[config.mk]
export PLATFORM = sky130hd
export DESIGN_NAME = nrzi_stuff_codec
export DESIGN_NICKNAME = d
export VERILOG_FILES = /design/src/rtl/nrzi_stuff_codec.sv
export SDC_FILE = /design/constraint.sdc
export NUM_CORES = 1
export LEC_CHECK = 0
export ABC_AREA = 1
export BUFFER_PORTS_ARGS = -buffer_cell sky130_fd_sc_hd__buf_2
export CAP_MARGIN = 20
export CORE_AREA = 4 4 41 43
export CTS_CLUSTER_SIZE = 14
export DETAILED_ROUTE_END_ITERATION = 10
export DIE_AREA = 0 0 45 47
export PLACE_DENSITY = 0.74
export SLEW_MARGIN = 20
export SYNTH_ARGS = -nofsm -noshare
export SYNTH_HDL_FRONTEND = slang
export SYNTH_SLANG_ARGS = --single-unit
[constraint.sdc]
create_clock -name clk -period 1 [get_ports clk]
set_input_delay 0.15 -clock clk [delete_from_list [all_inputs] [get_ports clk]]
set_output_delay 0.15 -clock clk [all_outputs]
set_load 0.05 [all_outputs]
[src/rtl/nrzi_stuff_codec.sv]
module nrzi_stuff_codec #(
  parameter int RUN_LIMIT = 6
) (
  input  logic clk,
  input  logic rst_n,
  input  logic bit_en,
  input  logic in_valid,
  input  logic in_bit,
  output logic in_ready,
  output logic line_out,
  output logic tx_sym,
  input  logic rx_en,
  input  logic rx_line,
  output logic rx_valid,
  output logic rx_bit,
  output logic rx_stuff_err
);
  localparam int CW = $clog2(RUN_LIMIT + 1);

  logic [CW-1:0] tx_run, rx_run;
  logic line_q, stuff_due, take, send0;
  logic rx_prev, rx_same, rx_drop;

  assign stuff_due = (tx_run == CW'(RUN_LIMIT));
  assign in_ready  = !stuff_due;
  assign take      = bit_en && in_valid && !stuff_due;
  assign send0     = bit_en && (stuff_due || (in_valid && !in_bit));
  assign line_out  = line_q;

  always_ff @(posedge clk) begin
    if (!rst_n) begin
      line_q <= 1'b1;
      tx_run <= '0;
      tx_sym <= 1'b0;
    end else begin
      tx_sym <= take || (bit_en && stuff_due);
      if (send0) begin
        line_q <= !line_q;
        tx_run <= '0;
      end else if (take) begin
        tx_run <= tx_run + 1'b1;
      end
    end
  end

  assign rx_same = (rx_line == rx_prev);
  assign rx_drop = (rx_run == CW'(RUN_LIMIT));

  always_ff @(posedge clk) begin
    if (!rst_n) begin
      rx_prev      <= 1'b1;
      rx_run       <= '0;
      rx_valid     <= 1'b0;
      rx_bit       <= 1'b0;
      rx_stuff_err <= 1'b0;
    end else begin
      rx_valid     <= rx_en && !rx_drop;
      rx_stuff_err <= rx_en && rx_drop && rx_same;
      if (rx_en) begin
        rx_prev <= rx_line;
        rx_bit  <= rx_same;
        if (rx_drop || !rx_same) rx_run <= '0;
        else                     rx_run <= rx_run + 1'b1;
      end
    end
  end
endmodule

==> impl_metrics.tcl <==
set metrics [dict create \
    path_cells "inv_2 -> ha_4 -> nand2_8 -> buf_8" \
    crit_arrival_ns 1.03 \
    fin_util_pct 66.4 \
    cts_root_buffer "clkbuf_4" \
    hpwl_um 859 \
    setup-violations-final 6 \
    skew_ns 0.00277 \
    drcViolationCount 0 \
    hold_buffers 0 \
    io_pins 13 \
    grt_antenna_before_repair 0 \
    max_freq_mhz 850 \
    slew_headroom_pct 82.2 \
    fill_cells 117 \
    ys_warn_count 0 \
    yosysSeqAreaShare_pct 42.2 \
    worstHoldPathCells 3 \
    grt_overflow 0 \
    clk_pin_slew_worst_paths_ns 0.07 \
    ant_nets 0 \
    synthesis.area_um2 569 \
    fp.dieArea_mm2 0.00212 \
    vias_per_cell 4.88 \
    r2r-end "line_out" \
    layout.nets 110 \
    die_w_um 45 \
    syn_nets 88 \
    clk_latency_ns 0.27 \
    setup_slack_ns -0.176 \
    netlist.area_leader.share_pct 42.2 \
    period_share_pct 118 \
    reg2reg_depth 8 \
    power_density_mw_per_mm2 1180 \
    gp_routability_congestion 0.732 \
    wirelength_um 1370 \
    initial_core_util_pct 43.8 \
    grt_pass1_wl_um 2100 \
    postSynthAreaPerCell_um2 7.39 \
    hold_class "in -> reg" \
    timing.rr.start "tx_run[0]" \
    slowest_delay_ns 0.33 \
    area_delta_synth_final_pct 51.9 \
    diodes 0 \
    yosysUniqueCellTypes 17 \
    core_area_mm2 0.00130 \
    clock_path_buffers 2 \
    synth_top_area_cell "dfxtp_1" \
    tns_ns -0.664 \
    numCtsBuffers 3 \
    max_cap_violations 0 \
    critPathKind "reg -> out" \
    ff_latch_area_um2 248 \
    reg2reg_slack_ns -0.14 \
    drive_gt1_share_pct 51.5 \
    vias 547 \
    min_from "rx_line" \
    status "finished, violations left" \
    worst_setup_path_start_kind "register" \
    rows 13 \
    cts_sinks 12 \
    layout_common_cells "16 x nand2_1, 10 x inv_1, 8 x buf_2, 8 x dfxtp_1, 6 x buf_4" \
    violations "setup timing" \
    cts_htree_levels 1 \
    multi_input_area_um2 388 \
    slowest_stage "dfxtp_2" \
    final_cell_area_um2 865 \
    ys_ff_latch 12 \
    grt_pass1_vias 535 \
    finalMaxSlewViolations 0 \
    synthCells 77 \
    synthTopCellsByArea "dfxtp_1 42%, nand2_1 13%, ha_1 8.8%" \
    drt_iter0_drc 9 \
    dr.pass1.iters 3 \
    period_minus_slack_ns 1.18 \
    dp_worst_setup_slack_ns -0.0495 \
    cp.required_ns 0.85 \
    port_buffers 12 \
    cp_max_fo 2 \
    hold_viol_final 0 \
    ir_drop_uv 1040 \
    grt_use_total_pct 14.2 \
    tightest_slew_ns 0.266 \
    endpoint_kind "output port" \
    die_y_um 47 \
    wire_per_inst_um 12.2 \
    rsz0062_at_grt "true" \
    cts_tree "built" \
    leakagePower_nw 0.434 \
    grt_max_degree 9 \
    hold_end "rx_prev" \
    post_dp_cell_area_um2 676 \
    layout_commonest_cell "nand2_1" \
]
## worst max path at each step
stage | start | to | slack, ns | cells past startpoint
finish | tx_run[0] | in_ready | -0.18 | 4
detailed placement | tx_run[0] | tx_run[0] | -0.05 | 7
global route | tx_run[0] | line_out | -0.22 | 9
CTS | tx_run[0] | in_ready | -0.17 | 4
floorplan | tx_run[0] | line_out | -0.03 | 8
global placement | tx_run[0] | in_ready | -0.01 | 4
## worst max-delay path: cells and delay by family, from the launching register on
kind | cells | cell delay, ns
DFF | 1 | 0.33
buffers and inverters | 2 | 0.22
adders and majority gates | 1 | 0.16
and+or+nand+nor | 1 | 0.05
## what timing repair did
action | in CTS | in global routing
setup buffers | 4 | 1
pin swaps | 4 | 4
gates resized for setup | 16 | 19
setup endpoints to repair | 10 | 11
## synth_stat cells, drive strengths merged
| master | instances |
|---|---|
| nor2 | 5 |
| dfxtp | 12 |
| xnor2 | 1 |
| a21oi | 5 |
| xor2 | 1 |
| clkinv | 1 |
| inv | 14 |
| buf | 1 |
| nand3 | 5 |
| o21ai | 2 |
| nand2 | 25 |
| nand4 | 1 |
| ha | 4 |
## through the flow
step           power (mW)  instances  hold WS [ns]
2_1_floorplan       0.628         77         0.235
4_1_cts             0.977        111         0.145
3_5_place_dp        0.675        104         0.411
5_1_grt              1.07        112         0.168
6_report             1.02        112         0.144
3_3_place_gp        0.667        104         0.401
## power breakdown
group	total, mW	internal [mW]	switching, mW
Clock	0.289	0.139	0.149
Combinational	0.216	0.0859	0.130
Sequential	0.516	0.500	0.0167
Total	1.02	0.725	0.296
## logic make-up after synthesis
kind of cell	Yosys count	synth area share (%)
adders and majority gates	4	8.79
DFF	12	42.2
AOI/OAI and AO/OA	7	6.15
and+or+nand+nor	36	28.4
xor gates and xnor gates	2	3.08
buffers and inverters	16	11.4
## sequential cells by signal (all words and copies together), names as in the netlist
name	flops
rx_prev	1
rx_valid	1
tx_sym	1
rx_run	3
rx_bit	1
rx_stuff_err	1
tx_run	3
line_out	1
## per-layer routing
layer / up-vias / GRT usage, % / share of wire [%]
met4: 0 / 8.77 / 4.4
met5: - / 0 / 0
met3: 6 / 3.45 / 5.2
met2: 18 / 27.4 / 56
met1: 248 / 13.5 / 34
li1: 275 / - / -
## area by class of cell
cell class	count	area share, %
Clock buffer	3	2.60
Inverter	15	6.66
Timing Repair Buffer	18	15.1
Multi-Input combinational cell	49	44.9
Sequential cell	12	28.7
Tap cell	15	2.17
No activity file was read; power rests on OpenSTA's default activity.
